`config.mk`:
```
export PLATFORM = sky130hd
export DESIGN_NAME = cwpe_gen
export DESIGN_NICKNAME = d
export VERILOG_FILES = /design/src/rtl/cwpe_pkg.sv /design/src/rtl/cwpe_weight_seq.sv /design/src/rtl/cwpe_comb_step.sv /design/src/rtl/cwpe_gen.sv
export SDC_FILE = /design/constraint.sdc
export NUM_CORES = 1
export LEC_CHECK = 0
export BUFFER_PORTS_ARGS = -buffer_cell sky130_fd_sc_hd__buf_2
export CORE_MARGIN = 2
export CORE_UTILIZATION = 54
export CTS_CLUSTER_DIAMETER = 120
export CTS_CLUSTER_SIZE = 12
export DETAILED_ROUTE_END_ITERATION = 12
export PLACE_DENSITY = 0.82
export REMOVE_ABC_BUFFERS = 1
export SYNTH_ARGS = -nofsm -noshare
export SYNTH_HDL_FRONTEND = slang
export SYNTH_SLANG_ARGS = --single-unit
export TNS_END_PERCENT = 10
```
`constraint.sdc`:
```
create_clock -name clk_i -period 1.7 [get_ports clk_i]
set_input_delay 0.085 -clock clk_i [delete_from_list [all_inputs] [get_ports clk_i]]
set_output_delay 0.085 -clock clk_i [all_outputs]
set_load 0.1 [all_outputs]
```
`src/rtl/cwpe_pkg.sv`:
```
package cwpe_pkg;
  localparam int MAX_P = 32;
  typedef logic [MAX_P:0] wmask_t;

  function automatic int popcnt(logic [MAX_P-1:0] v);
    int n;
    n = 0;
    for (int i = 0; i < MAX_P; i++) n += int'(v[i]);
    return n;
  endfunction

  // Weight classes to emit, chosen by the p/w relation
  function automatic wmask_t class_mask(int p, int w, bit even_par, wmask_t user);
    wmask_t m;
    m = '0;
    for (int k = 0; k <= MAX_P; k++) begin
      if (k <= p) begin
        if (p == w)          m[k] = 1'b1;
        else if (p == w + 1) m[k] = ((k % 2) == (even_par ? 0 : 1));
        else                 m[k] = user[k];
      end
    end
    return m;
  endfunction
endpackage

```
`src/rtl/cwpe_weight_seq.sv`:
```
module cwpe_weight_seq #(
  parameter int          P    = 5,
  parameter logic [P:0]  MASK = '1,
  localparam int         WB   = $clog2(P + 2)
) (
  input  logic [WB-1:0] cur_w_i,
  output logic [WB-1:0] first_w_o,
  output logic          first_ok_o,
  output logic [WB-1:0] next_w_o,
  output logic          next_ok_o
);
  always_comb begin
    first_w_o  = '0;
    first_ok_o = 1'b0;
    next_w_o   = '0;
    next_ok_o  = 1'b0;
    for (int k = P; k >= 0; k--) begin
      if (MASK[k]) begin
        first_w_o  = WB'(k);
        first_ok_o = 1'b1;
        if (WB'(k) > cur_w_i) begin
          next_w_o  = WB'(k);
          next_ok_o = 1'b1;
        end
      end
    end
  end
endmodule

```
`src/rtl/cwpe_comb_step.sv`:
```
module cwpe_comb_step #(
  parameter int P  = 5,
  localparam int SW = $clog2(P) + 1
) (
  input  logic [P-1:0] vec_i,
  output logic [P-1:0] prev_o,
  output logic         last_o
);
  logic [P-1:0] inv, low, sum, nxt;
  logic [SW-1:0] tz;

  // lowest member of a class is 0..01..1
  assign last_o = ((vec_i + P'(1)) & vec_i) == '0;

  // next smaller value of equal weight = complement of next larger of complement
  assign inv = ~vec_i;
  assign low = inv & (~inv + P'(1));
  assign sum = inv + low;

  always_comb begin
    tz = '0;
    for (int i = P - 1; i >= 0; i--) if (inv[i]) tz = SW'(i);
  end

  assign nxt    = sum | (((sum ^ inv) >> 2) >> tz);
  assign prev_o = ~nxt;
endmodule

```
`src/rtl/cwpe_gen.sv`:
```
module cwpe_gen #(
  parameter int              P           = 5,
  parameter int              W           = 2,
  parameter bit              EVEN_PARITY = 1'b0,
  parameter cwpe_pkg::wmask_t WEIGHT_MASK = 33'h0000_000A
) (
  input  logic         clk_i,
  input  logic         rst_ni,
  input  logic         start_i,
  input  logic         enable_i,
  output logic [P-1:0] vec_o,
  output logic         valid_o,
  output logic         done_o
);
  import cwpe_pkg::*;

  localparam int         WB       = $clog2(P + 2);
  localparam wmask_t     FULL_MSK = class_mask(P, W, EVEN_PARITY, WEIGHT_MASK);
  localparam logic [P:0] EMASK    = FULL_MSK[P:0];

  initial begin
    if (P < 1 || P > MAX_P || W < 1 || W > P)
      $error("cwpe_gen: bad P/W");
  end

  logic          run_q, pend_q;
  logic [WB-1:0] cur_w_q;
  logic [P-1:0]  nxt_q;

  logic [WB-1:0] first_w, next_w;
  logic          first_ok, next_ok;
  logic [P-1:0]  prev_v;
  logic          last_in_class;

  cwpe_weight_seq #(.P(P), .MASK(EMASK)) u_wseq (
    .cur_w_i   (cur_w_q),
    .first_w_o (first_w),
    .first_ok_o(first_ok),
    .next_w_o  (next_w),
    .next_ok_o (next_ok)
  );

  cwpe_comb_step #(.P(P)) u_step (
    .vec_i (nxt_q),
    .prev_o(prev_v),
    .last_o(last_in_class)
  );

  // highest value of weight k: top k bits set
  function automatic logic [P-1:0] top_of(logic [WB-1:0] k);
    logic [P-1:0] f;
    f = '0;
    for (int i = 0; i < P; i++) if (i >= P - int'(k)) f[i] = 1'b1;
    return f;
  endfunction

  always_ff @(posedge clk_i or negedge rst_ni) begin
    if (!rst_ni) begin
      run_q   <= 1'b0;
      pend_q  <= 1'b0;
      cur_w_q <= '0;
      nxt_q   <= '0;
      vec_o   <= '0;
      valid_o <= 1'b0;
      done_o  <= 1'b0;
    end else if (start_i) begin
      run_q   <= first_ok;
      pend_q  <= !first_ok;
      cur_w_q <= first_w;
      nxt_q   <= top_of(first_w);
      valid_o <= 1'b0;
      done_o  <= 1'b0;
    end else begin
      done_o  <= pend_q;
      pend_q  <= 1'b0;
      valid_o <= 1'b0;
      if (run_q && enable_i) begin
        vec_o   <= nxt_q;
        valid_o <= 1'b1;
        if (!last_in_class) begin
          nxt_q <= prev_v;
        end else if (next_ok) begin
          cur_w_q <= next_w;
          nxt_q   <= top_of(next_w);
        end else begin
          run_q  <= 1'b0;
          pend_q <= 1'b1;
        end
      end
    end
  end

  function automatic int wt(logic [P-1:0] v);
    return popcnt(MAX_P'(v));
  endfunction


  done_excl_chk: assert property (@(posedge clk_i) disable iff (!rst_ni)
    done_o |-> !valid_o);

  done_pulse_chk: assert property (@(posedge clk_i) disable iff (!rst_ni)
    done_o |=> !done_o);

  idle_gate_chk: assert property (@(posedge clk_i) disable iff (!rst_ni)
    !enable_i |=> !valid_o);

  idle_hold_chk: assert property (@(posedge clk_i) disable iff (!rst_ni)
    !enable_i |=> $stable(vec_o));

  start_clear_chk: assert property (@(posedge clk_i) disable iff (!rst_ni)
    start_i |=> !valid_o && !done_o);

  class_member_chk: assert property (@(posedge clk_i) disable iff (!rst_ni)
    valid_o |-> EMASK[wt(vec_o)]);

  desc_in_class_chk: assert property (@(posedge clk_i) disable iff (!rst_ni)
    valid_o && $past(valid_o) && (wt(vec_o) == wt($past(vec_o))) |-> vec_o < $past(vec_o));

  asc_class_chk: assert property (@(posedge clk_i) disable iff (!rst_ni)
    valid_o && $past(valid_o) && (wt(vec_o) != wt($past(vec_o))) |-> wt(vec_o) > wt($past(vec_o)));
endmodule

```
## After elaboration in Yosys (flattened, before gate mapping)

Cells that the tools add are included.

- Register bits after elaboration: 17
- Output and inout port bits: 7
- Input bits: 4
- Word-level logic and storage cells: 71

- Reduce and logical (&&, ||, !) cells: 9
- Add/sub/neg operators: 4
- Mux-type cells: 33
- Equal/unequal tests: 2
- Shifts and indexed selects: 1
- Magnitude comparators: 7
- Bitwise logic cells: 8

Operator list:

| operator | count |
|---|---|
| 2-to-1 mux 5 bit | 4 |
| 2-to-1 mux 1 bit | 18 |
| 2-to-1 mux 4 bit | 4 |
| 2-to-1 mux 3 bit | 5 |
| NOT 5 bit | 3 |
| adder 5 x 1 -> 5 bit, second input constant | 2 |
| AND 5 bit | 2 |
| >= comparator 3 x 4 -> 1 bit, first input constant | 2 |
| AND reduction 3 bit | 2 |
| nonzero test 2 bit | 3 |
| adder 5 bit | 1 |
| zero test 5 bit | 1 |
| bitwise OR 5 bit | 1 |
| right shift 3 x 4 -> 5 bit | 1 |
| XOR 5 bit | 1 |
| >= comparator 1 x 4 -> 1 bit, first input constant | 1 |
| >= comparator 2 x 4 -> 1 bit, first input constant | 1 |
| >= comparator 4 bit, first input constant | 1 |
| 2-to-1 mux 2 bit | 2 |
| AND reduction 2 bit | 2 |
| subtractor 3 x 2 -> 4 bit, first input constant | 1 |
| > comparator 1 x 3 -> 1 bit, first input constant | 1 |
| > comparator 2 x 3 -> 1 bit, first input constant | 1 |
| != test 3 bit, second input constant | 1 |
| other kinds (3) | 3 |

## Longest topological paths before layout

Gate-level depths: netlist (run 1).

- Word-level depth: 12
- Gate-level depth with buffers: 6

## Modules after synthesis

From an unflattened synthesis (run 1), not the netlist that was laid out.

- Cell total of the unflattened synthesis: 145
- Area total of the unflattened synthesis: 1,239.9 um^2

Modules (own cells, without submodules):

| module | times used | area each (um^2) | seq. area each (um^2) | cells each |
|---|---|---|---|---|
| cwpe_gen | 1 | 1,006.0 | 425.4 | 106 |
| cwpe_comb_step | 1 | 163.9 | 0.0 | 28 |
| cwpe_weight_seq | 1 | 70.1 | 0.0 | 11 |

## Least setup slack after synthesis (run 1)

OpenSTA, ideal clock, no wires.

- Path kind: register -> register
- From: reg nxt_q[3]
- To: reg nxt_q[4]
- Required time: 1,574 ps
- Slack: 203 ps
- Cell stages (with the launch flop): 6
- Arrival time: 1,371 ps
- Period minus slack after synthesis: 1,497 ps
- Cell sequence: dfrtp_1 or2_4 nor3_4 o21ai_2 a31o_4 o32a_1

- Cells in the longest elaborated chain, start to end: 12
- Elaborated cells between the ends (all ways): 21
- Classes of those cells: add/sub: 3; eq/ne: 1; shift: 1; mux: 7; bitwise: 7; reduce/logical: 2

Ends and longest elaborated chain:

| element | RTL line | text |
|---|---|---|
| start, declared | cwpe_gen.sv:28 | `logic [P-1:0] nxt_q;` |
| start signal, assigned | cwpe_gen.sv:70 | `nxt_q <= top_of(first_w);` |
| start signal, assigned | cwpe_gen.sv:81 | `nxt_q <= prev_v;` |
| start signal, assigned | cwpe_gen.sv:84 | `nxt_q <= top_of(next_w);` |
| NOT 5 bit | cwpe_comb_step.sv:16 | `assign inv = ~vec_i;` |
| NOT 5 bit | cwpe_comb_step.sv:17 | `assign low = inv & (~inv + P'(1));` |
| adder 5 x 1 -> 5 bit | cwpe_comb_step.sv:17 |  |
| AND 5 bit | cwpe_comb_step.sv:17 |  |
| adder 5 bit | cwpe_comb_step.sv:18 | `assign sum = inv + low;` |
| XOR 5 bit | cwpe_comb_step.sv:25 | `assign nxt = sum \| (((sum ^ inv) >> 2) >> tz);` |
| right shift 3 x 4 -> 5 bit | cwpe_comb_step.sv:25 |  |
| bitwise OR 5 bit | cwpe_comb_step.sv:25 |  |
| NOT 5 bit | cwpe_comb_step.sv:26 | `assign prev_o = ~nxt;` |
| 2-to-1 mux 5 bit | cwpe_gen.sv:80 | `if (!last_in_class) begin` |
| 2-to-1 mux 5 bit | cwpe_gen.sv:77 | `if (run_q && enable_i) begin` |
| 2-to-1 mux 5 bit | cwpe_gen.sv:66 | `end else if (start_i) begin` |

Several ways; a longest one is shown, not always the timed one. The select of a mux whose other input is x is not followed.
A chain may end at the register's enable or synchronous reset.

## Worst setup path in the final report (run 1)

Same ends and word-level chain as after synthesis.

==> run summary, run 1 <==
## Outcome
* outcome: completed

## STA
* worst setup skew after layout: 0.00602 ns
* ratio of final minimum period to clock period: 93.9%
* Period minus WS final: 1.60 ns
* Final setup viols: 0
* final total negative setup slack: 0 ns
* worst slew margin relative to its limit: 67.9%
* worst slew pin tran: 0.485 ns
* Final Max Slew Viols: 0
* unrepaired setup endpoints after global routing: false
* final hold violation count: 0
* maximum operating frequency: 627 MHz

## Hold path
* Worst Hold Depth: 2
* Worst Hold Launch: start_i
* end point of the most critical hold path: cur_w_q[1]
* class of the tightest hold or removal check: in2reg

## Floorplan
* Core Area: 0.00147 mm²
* die extent in x: 43.2 µm
* Chip Height: 43.2 µm
* effective utilization at floorplan: 56.3%
* row count: 14
* total die area: 0.00186 mm²
* ports placed on the boundary: 11

## Critical path
* worst path arrival time: 1.78 ns
* flop-to-flop setup slack: 0.10 ns
* worst reg2reg endpoint: nxt_q[4]
* nature of the critical path endpoint: register
* nature of the critical path startpoint: register
* Max stage delay cell, worst path: dfrtp_1
* family with the most delay on the worst path: compound AO/OA/AOI/OAI gates
* reg2reg path depth: 5
* Max FO, Critical Path: 5
* ordered list of cells on the worst path: or2_4, nor3_4, o21ai_2, a31o_4, o32a_1
* crit path buf inv count: 0
* start of the worst register-to-register path: nxt_q[3]
* biggest cell delay along the critical path: 0.44 ns
* Crit Path Category: reg2reg
* WP data required: 1.88 ns

## Drt
* average detailed-routed wire length per instance: 13.6 µm
* vias: 633
* number of DRC markers after the initial detailed-route iteration: 5
* Routed Antenna Nets: 0
* post-detailed-route DRC marker count: 0
* via-per-instance ratio: 5.50
* first-pass detailed-route iteration total: 2
* final wirelength: 1560 µm

## Global route
* Tot GR Track Use: 20.3%
* vias in the first global route: 623
* number of antenna violations at the first check in global routing: 0
* first-pass GRT wire length: 2730 µm
* maximum number of pins on one net before global-route repair: 17
* residual overflow from global routing: 0

## Yosys
* Synth warnings: 0
* share of the synthesized netlist area taken by xor and xnor gates: 1.06%
* Post-Syn Instances: 84
* Synth Cell Area: 828 µm²
* synthesis-stage register bit count: 16
* mean cell area of the mapped netlist: 9.86 µm²
* complex-gate fraction of the synthesized area: 22.1%
* adder and majority cell fraction of the synthesized area: 4.53%
* cell taking the most area after synthesis: dfrtp_1
* largest cells by area after synthesis: dfrtp_1, nor2_1, ha_1
* fraction of synthesized area in multiplexers: 2.57%
* dominant combinational cell family by area after synthesis: compound AO/OA/AOI/OAI gates
* proportion of synthesized chip area in sequential cells: 48.3%
* Commonest cells post-synth: dfrtp_1, nor2_1, nand2_1, o21ai_1, inv_1
* Async S/R FF share, synth: 100%
* most frequent cell after synthesis: dfrtp_1
* flip-flop cell with the highest count after synthesis: dfrtp_1
* post-synthesis cell type count: 32
* simple-gate area share of the yosys netlist: 16.8%
* fraction of synthesized cell area taken by the top area cell type: 48.3%
* number of enable-type register cells in the synthesized netlist: 0

## Placed design
* Inst Count DP: 110
* Area after DPL: 905 µm²
* final HPWL from detailed placement: 1210 µm
* gp weighted congestion: 0.943
* # port buffers: 10

## Clocking
* register clock-pin slew on the reported worst setup and hold paths: 0.09 ns
* number of sinks on the clock net: 16
* count of H-tree levels built during CTS: 1
* CTS tree: built
* Post-CTS Setup Inserts: 0
* CTS root buf: clkbuf_4
* clock latency on the worst-skew pair: 0.29 ns
* cts bufs inserted: 3
* clk buf depth: 2

## Power and ir drop
* overall power consumption: 986 µW
* Peak supply drop: 0.512 mV
* leakage power figure: 0.000428 µW
* Power Dens Cells: 1040 mW/mm²

## Final layout
* count of placed standard cells in the final layout, fillers left out: 115
* number of nets in the final layout: 107
* Area growth, synth to finish: 14.8%
* fillcell total: 126
* share of cells above drive strength 1: 27.3%
* Ant. Diodes: 0
* total non-filler cell area in the finished layout: 951 µm²

## Job
* max-cap viol count: 0

[repair_timing]
item                      CTS  global route
hold buffers                1             0
hold endpoints to repair   16             0
resized for setup           0             0
[kinds of logic (layout without fill, tap and decap cells)]
| group | Yosys count | count (layout) |
|---|---|---|
| buf+inv | 10 | 25 |
| flops | 16 | 16 |
| compound gates | 23 | 23 |
| fa+ha+maj | 3 | 3 |
| mux | 2 | 2 |
| xor+xnor | 1 | 1 |
| simple gates | 29 | 29 |
[metal layers]
layer | global-route usage (%) | share of wire, % | up-vias
met5 | 0 | 0 | -
met1 | 27.7 | 49 | 302
met4 | 9.09 | 1.3 | 0
met2 | 31.0 | 47 | 11
li1 | - | - | 318
met3 | 3.83 | 3.1 | 2
[where the power goes]
group,internal (µW),switching [µW],total [µW]
sequential,410,31.2,441
combinational,77.5,213,291
clock,131,124,254
total,618,368,986
[layout by cell type (no fill, tap or decap), types with 2 or more instances in the layout]
cell type	instances
nand3_1	2
clkbuf_4	3
buf_2	10
nand2_1	10
inv_1	6
dfrtp_1	16
buf_4	2
a21oi_1	4
inv_2	2
ha_1	3
o21ai_1	7
nor2_1	11
[area by class of cell]
type                            count  area [µm²]  share of cell area [%]
Timing Repair Buffer               13        75.1                    7.89
Multi-Input combinational cell     58         389                    40.9
Inverter                            8        30.0                    3.16
Sequential cell                    16         400                    42.1
Tap cell                           16        20.0                    2.11
Clock buffer                        4        36.3                    3.82
[through the flow]
stage	hold WS, ns	utilization [%]	setup WS, ns
6_report	0.0479	64.6	0.104
5_1_grt	0.0503	64.6	0.0102
4_1_cts	0.0459	64.6	0.104
3_5_place_dp	0.0139	61.5	0.120
3_3_place_gp	0.00956	61.5	0.171
2_1_floorplan	-0.211	-	0.203
[worst max path at each step]
| stage | from | end | slack (ns) | cells past startpoint |
|---|---|---|---|---|
| 2_1_floorplan | nxt_q[3] | nxt_q[4] | 0.20 | 5 |
| 3_3_place_gp | nxt_q[3] | nxt_q[4] | 0.17 | 5 |
| 3_5_place_dp | nxt_q[3] | nxt_q[4] | 0.12 | 5 |
| 4_1_cts | nxt_q[3] | nxt_q[4] | 0.10 | 5 |
| 5_1_grt | nxt_q[3] | nxt_q[4] | 0.01 | 5 |
| 6_report | nxt_q[3] | nxt_q[4] | 0.10 | 5 |
[sequential cells by signal, summed over array words and instances (netlist names)]
register,cells
nxt_q,5
vec_o,5
cur_w_q,2
done_o,1
pend_q,1
run_q,1
valid_o,1
(Power assumes the default switching activity.)
==> inputs of run 2 (changes only) <==
--- a/config.mk
+++ b/config.mk
@@ -7,11 +7,11 @@
 export LEC_CHECK = 0
 export BUFFER_PORTS_ARGS = -buffer_cell sky130_fd_sc_hd__buf_2
 export CORE_MARGIN = 2
-export CORE_UTILIZATION = 54
+export CORE_UTILIZATION = 45
 export CTS_CLUSTER_DIAMETER = 120
 export CTS_CLUSTER_SIZE = 12
 export DETAILED_ROUTE_END_ITERATION = 12
-export PLACE_DENSITY = 0.82
+export PLACE_DENSITY = 0.72
 export REMOVE_ABC_BUFFERS = 1
 export SYNTH_ARGS = -nofsm -noshare
 export SYNTH_HDL_FRONTEND = slang
==> run summary, run 2 (same netlist as run 1, synthesis figures left out) <==
## Outcome
* outcome: completed, unchanged

## Drt
* final wirelength: 1540 µm, was 1560 µm
* Routed Antenna Nets: 0, unchanged
* via-per-instance ratio: 5.30, was 5.50
* number of DRC markers after the initial detailed-route iteration: 17, was 5
* first-pass detailed-route iteration total: 4, was 2
* post-detailed-route DRC marker count: 0, unchanged
* average detailed-routed wire length per instance: 12.4 µm, was 13.6 µm
* vias: 657, was 633

## Power and ir drop
* Peak supply drop: 0.613 mV, was 0.512 mV
* Psw: 364 µW, was 368 µW
* relative contribution of combinational cells to total power: 29.5%, about the same
* switching power as a share of total power: 37.1%, was 37.3%
* Power Dens Cells: 1020 mW/mm², was 1040 mW/mm²
* leakage power figure: 0.000428 µW, unchanged
* share of total power in sequential cells: 44.7%, about the same
* proportion of power drawn by the clock network: 25.8%, about the same
* overall power consumption: 982 µW, was 986 µW
* cell-internal power: 618 µW, about the same

## Clocking
* register clock-pin slew on the reported worst setup and hold paths: 0.09 ns, about the same
* count of H-tree levels built during CTS: 1, unchanged
* clk buf depth: 2, unchanged
* CTS root buf: clkbuf_4, unchanged
* cts bufs inserted: 3, unchanged
* clock latency on the worst-skew pair: 0.29 ns, about the same
* number of sinks on the clock net: 16, unchanged
* CTS tree: built, unchanged
* # resized after CTS: 0, unchanged

## STA
* ratio of final minimum period to clock period: 93.7%, was 93.9%
* final hold violation count: 0, unchanged
* Period minus WS final: 1.59 ns, was 1.60 ns
* Final Max Slew Viols: 0, unchanged
* worst slew pin tran: 0.486 ns, was 0.485 ns
* worst setup skew after layout: 0.000684 ns, was 0.00602 ns
* maximum operating frequency: 628 MHz, was 627 MHz
* unrepaired setup endpoints after global routing: false, unchanged
* hold slack: 0.0386 ns, was 0.0479 ns
* Final setup viols: 0, unchanged
* final total negative setup slack: 0 ns, unchanged
* worst slew margin relative to its limit: 67.8%, was 67.9%
* final critical-path setup slack: 0.107 ns, was 0.104 ns

## Placed design
* # port buffers: 10, unchanged
* gp weighted congestion: 0.875, was 0.943
* pre-CTS setup slack: 0.122 ns, was 0.120 ns
* Area after DPL: 916 µm², was 905 µm²
* final HPWL from detailed placement: 1150 µm, was 1210 µm

## Critical path
* worst reg2reg endpoint: nxt_q[4], unchanged
* start of the worst register-to-register path: nxt_q[3], unchanged
* ordered list of cells on the worst path: or2_4, nor3_4, o21ai_2, a31o_4, o32a_1, unchanged
* nature of the critical path startpoint: register, unchanged
* WP data required: 1.88 ns, about the same
* Max stage delay cell, worst path: dfrtp_1, unchanged
* Max FO, Critical Path: 5, unchanged
* reg2reg path depth: 5, unchanged
* nature of the critical path endpoint: register, unchanged
* biggest cell delay along the critical path: 0.45 ns, was 0.44 ns
* Crit Path Category: reg2reg, unchanged
* flop-to-flop setup slack: 0.11 ns, was 0.10 ns
* worst path arrival time: 1.77 ns, was 1.78 ns

## Final layout
* highest-count cells in the layout ignoring fill and taps: dfrtp_1, nor2_1, nand2_1, buf_2, o21ai_1, unchanged
* total non-filler cell area in the finished layout: 962 µm², was 951 µm²
* fillcell total: 164, was 126
* number of nets in the final layout: 107, unchanged
* biggest registers after layout: nxt_q (5), vec_o (5), cur_w_q (2), unchanged
* most common cell after layout, fill and taps aside: dfrtp_1, unchanged
* share of cells above drive strength 1: 27.3%, unchanged
* Area growth, synth to finish: 16.2%, was 14.8%
* Ant. Diodes: 0, unchanged

## Global route
* maximum number of pins on one net before global-route repair: 17, unchanged
* first-pass GRT wire length: 2570 µm, was 2730 µm
* Tot GR Track Use: 17.6%, was 20.3%
* number of antenna violations at the first check in global routing: 0, unchanged
* residual overflow from global routing: 0, unchanged
* vias in the first global route: 597, was 623

## Hold path
* Worst Hold Launch: start_i, unchanged
* class of the tightest hold or removal check: in2reg, unchanged
* Worst Hold Depth: 2, unchanged
* end point of the most critical hold path: done_o, was cur_w_q[1]

## Job
* max-cap viol count: 0, unchanged

## Floorplan
* die extent in x: 46.9 µm, was 43.2 µm
* row count: 15, was 14
* ports placed on the boundary: 11, unchanged
* Core Area: 0.00173 mm², was 0.00147 mm²
* total die area: 0.00220 mm², was 0.00186 mm²
* Chip Height: 46.9 µm, was 43.2 µm
* effective utilization at floorplan: 48.0%, was 56.3%

run 2: cell counts in the layout (fill, tap and decap cells not counted):
Identical to the previous run, type by type.
run 2: final cells by class:
cell class                 instances  area [µm²]  area share [%]
inverter                           8        30.0            3.12
timing repair buffer              13        75.1            7.80
clock buffer                       4        36.3            3.77
multi-input combinational         58         389            40.4
sequential                        16         400            41.6
tap                               25        31.3            3.25
run 2: worst max-delay path, delay by kind of cell, from the launching register on:
| family | cells | cell delay, ns |
|---|---|---|
| flops | 1 | 0.45 |
| simple gates | 2 | 0.50 |
| compound gates | 3 | 0.54 |
run 2: worst max path at each step:
stage | start | end | slack (ns) | cells past startpoint
floorplan | nxt_q[3] | nxt_q[4] | 0.20 | 5
detailed placement | nxt_q[3] | nxt_q[4] | 0.12 | 5
CTS | nxt_q[3] | nxt_q[4] | 0.10 | 5
global route | nxt_q[3] | nxt_q[4] | 0.03 | 5
finish | nxt_q[3] | nxt_q[4] | 0.11 | 5
global placement | nxt_q[3] | nxt_q[4] | 0.16 | 5
run 2: stage by stage:
| step | utilization [%] | cells |
|---|---|---|
| CTS | 55.7 | 124 |
| global placement | 53.0 | 119 |
| floorplan | - | 82 |
| finish | 55.7 | 124 |
| global route | 55.7 | 124 |
| detailed placement | 53.0 | 119 |
run 2: timing repair:
item / 4_1_cts / 5_1_grt
hold buffers: 1 / 0
endpoints found under the hold margin: 16 / 0
setup endpoints to repair: 0 / 0
setup buffers: 0 / 0
run 2: per-layer routing:
layer  GRT usage, %  wire [µm]  part of all wire [%]  vias up
met1           20.4        731                    47      311
met4           13.3         51                   3.3        0
met5              0          0                     0        -
li1               -          -                     -      325
met3           3.46         66                   4.3        4
met2           28.5        692                    45       17
run 2: power by group through the flow:
| stage | combinational [µW] | sequential, µW | clock (µW) |
|---|---|---|---|
| 3_5_place_dp | 288 | 448 | 0 |
| 6_report | 289 | 439 | 253 |
| 3_3_place_gp | 287 | 446 | 0 |
| 5_1_grt | 313 | 444 | 282 |
| 2_1_floorplan | 115 | 564 | 0 |
| 4_1_cts | 291 | 440 | 260 |
==> inputs of run 3 (changes only) <==
--- a/config.mk
+++ b/config.mk
@@ -6,12 +6,12 @@
 export NUM_CORES = 1
 export LEC_CHECK = 0
 export BUFFER_PORTS_ARGS = -buffer_cell sky130_fd_sc_hd__buf_2
-export CORE_MARGIN = 2
-export CORE_UTILIZATION = 45
+export CORE_UTILIZATION = 28
 export CTS_CLUSTER_DIAMETER = 120
 export CTS_CLUSTER_SIZE = 12
 export DETAILED_ROUTE_END_ITERATION = 12
-export PLACE_DENSITY = 0.72
+export PLACE_DENSITY = 0.52
+export RECOVER_POWER = 25
 export REMOVE_ABC_BUFFERS = 1
 export SYNTH_ARGS = -nofsm -noshare
 export SYNTH_HDL_FRONTEND = slang
==> run summary, run 3 (same netlist as run 1, synthesis figures left out) <==
## Power and ir drop
* relative contribution of combinational cells to total power: 29.8%, was 29.5%
* Psw: 365 µW, was 364 µW
* proportion of power drawn by the clock network: 25.4%, was 25.8%
* Peak supply drop: 0.649 mV, was 0.613 mV
* share of total power in sequential cells: 44.8%, was 44.7%
* leakage power figure: 0.000425 µW, was 0.000428 µW
* overall power consumption: 983 µW, was 982 µW
* cell-internal power: 618 µW, about the same
* Power Dens Cells: 1010 mW/mm², was 1020 mW/mm²
* switching power as a share of total power: 37.2%, was 37.1%

## Placed design
* Inst Count DP: 125, was 119
* # port buffers: 10, unchanged
* gp weighted congestion: 0.919, was 0.875
* pre-CTS setup slack: 0.135 ns, was 0.122 ns
* final HPWL from detailed placement: 1270 µm, was 1150 µm

## Drt
* length of routed met3 wiring: 64 µm, was 66 µm
* vias: 637, was 657
* final wirelength: 1680 µm, was 1540 µm
* Routed Antenna Nets: 0, unchanged
* DRT met1 WL: 806 µm, was 731 µm
* via-per-instance ratio: 4.90, was 5.30
* number of DRC markers after the initial detailed-route iteration: 15, was 17
* met2 routed wirelength: 785 µm, was 692 µm
* post-detailed-route DRC marker count: 0, unchanged
* highest metal used: met4, unchanged
* average detailed-routed wire length per instance: 12.9 µm, was 12.4 µm
* first-pass detailed-route iteration total: 4, unchanged

## Global route
* residual overflow from global routing: 0, unchanged
* Tot GR Track Use: 11.6%, was 17.6%
* maximum number of pins on one net before global-route repair: 17, unchanged
* first-pass GRT wire length: 2780 µm, was 2570 µm
* number of antenna violations at the first check in global routing: 0, unchanged
* vias in the first global route: 594, was 597

## STA
* worst setup skew after layout: 0.00115 ns, was 0.000684 ns
* Period minus WS final: 1.57 ns, was 1.59 ns
* worst slew pin tran: 0.915 ns, was 0.486 ns
* final critical-path setup slack: 0.126 ns, was 0.107 ns
* final total negative setup slack: 0 ns, unchanged
* Final Max Slew Viols: 0, unchanged
* unrepaired setup endpoints after global routing: false, unchanged
* Final setup viols: 0, unchanged
* ratio of final minimum period to clock period: 92.6%, was 93.7%
* worst slew margin relative to its limit: 39.0%, was 67.8%
* maximum operating frequency: 635 MHz, was 628 MHz
* final hold violation count: 0, unchanged

## Critical path
* crit path buf inv count: 0, unchanged
* WP data required: 1.88 ns, about the same
* Max FO, Critical Path: 5, unchanged
* worst path arrival time: 1.75 ns, was 1.77 ns
* flop-to-flop setup slack: 0.13 ns, was 0.11 ns
* family with the most delay on the worst path: compound AO/OA/AOI/OAI gates, unchanged
* Crit Path Category: reg2reg, unchanged
* nature of the critical path startpoint: register, unchanged
* biggest cell delay along the critical path: 0.44 ns, was 0.45 ns
* ordered list of cells on the worst path: or2_4, nor3_4, o21ai_2, a31o_4, o32a_1, unchanged
* nature of the critical path endpoint: register, unchanged
* Max stage delay cell, worst path: dfrtp_1, unchanged

## Final layout
* Layout Utilization: 34.8%, was 55.7%
* fillcell total: 278, was 164
* count of placed standard cells in the final layout, fillers left out: 130, was 124
* most common cell after layout, fill and taps aside: dfrtp_1, unchanged
* highest-count cells in the layout ignoring fill and taps: dfrtp_1, nor2_1, nand2_1, buf_2, o21ai_1, unchanged
* number of nets in the final layout: 107, unchanged
* Ant. Diodes: 0, unchanged
* footprint of the multi-input gates: 389 µm², unchanged
* sequential standard cell area: 400 µm², unchanged
* Area growth, synth to finish: 16.9%, was 16.2%
* share of cells above drive strength 1: 26.3%, was 27.3%
* biggest registers after layout: nxt_q (5), vec_o (5), cur_w_q (2), unchanged

## Floorplan
* die extent in x: 56.4 µm, was 46.9 µm
* ports placed on the boundary: 11, unchanged
* Chip Height: 56.4 µm, was 46.9 µm
* row count: 19, was 15
* Core Area: 0.00278 mm², was 0.00173 mm²
* total die area: 0.00318 mm², was 0.00220 mm²
* effective utilization at floorplan: 29.8%, was 48.0%

## Clocking
* hold buffer count at CTS: 1, unchanged
* clk buf depth: 2, unchanged
* # resized after CTS: 0, unchanged
* clock latency on the worst-skew pair: 0.28 ns, was 0.29 ns
* register clock-pin slew on the reported worst setup and hold paths: 0.09 ns, about the same
* CTS tree: built, unchanged
* number of sinks on the clock net: 16, unchanged
* Post-CTS Setup Inserts: 0, unchanged
* count of H-tree levels built during CTS: 1, unchanged
* cts bufs inserted: 3, unchanged
* CTS root buf: clkbuf_4, unchanged

## Hold path
* class of the tightest hold or removal check: in2reg, unchanged

## Outcome
* outcome: completed, unchanged

## Job
* max-cap viol count: 0, unchanged

[run 3: cell types whose count changed in the layout (fill, tap and decap cells not counted), sizes merged]
cell / change
clkbuf: +1
buf: -1
[run 3: final timing paths]
check	cells past startpoint	start	end
worst max-delay path	5	nxt_q[3]	nxt_q[4]
worst min-delay path	2	start_i	done_o
worst max register to register	5	nxt_q[3]	nxt_q[4]
worst min register to register	1	pend_q	done_o
max in group asynchronous	2	rst_ni	nxt_q[2]
min in group asynchronous	2	rst_ni	vec_o[1]
[run 3: final cells by class]
cell class	count	share of cell area, %
clock buffer	4	3.75
sequential	16	41.3
multi-input combinational	58	40.2
timing repair buffer	13	7.62
tap	31	4.01
inverter	8	3.10
[run 3: layer usage]
layer  track usage (%)  up-vias
met4              4.18        0
met5                 0        -
li1                  -      321
met2              17.0       20
met1              15.8      292
met3              4.15        4
[run 3: per-stage QoR]
step | hold WS, ns | cell area [µm²]
floorplan | -0.211 | 820
global placement | 0.0246 | 923
detailed placement | 0.0250 | 923
CTS | 0.0382 | 970
global route | 0.0408 | 968
finish | 0.0554 | 968
[run 3: power groups by stage]
stage               sequential [µW]  combinational (µW)  clock (µW)
floorplan                       564                 115           0
global placement                447                 290           0
detailed placement              448                 292           0
CTS                             441                 295         263
global route                    447                 314         280
finish                          440                 293         249
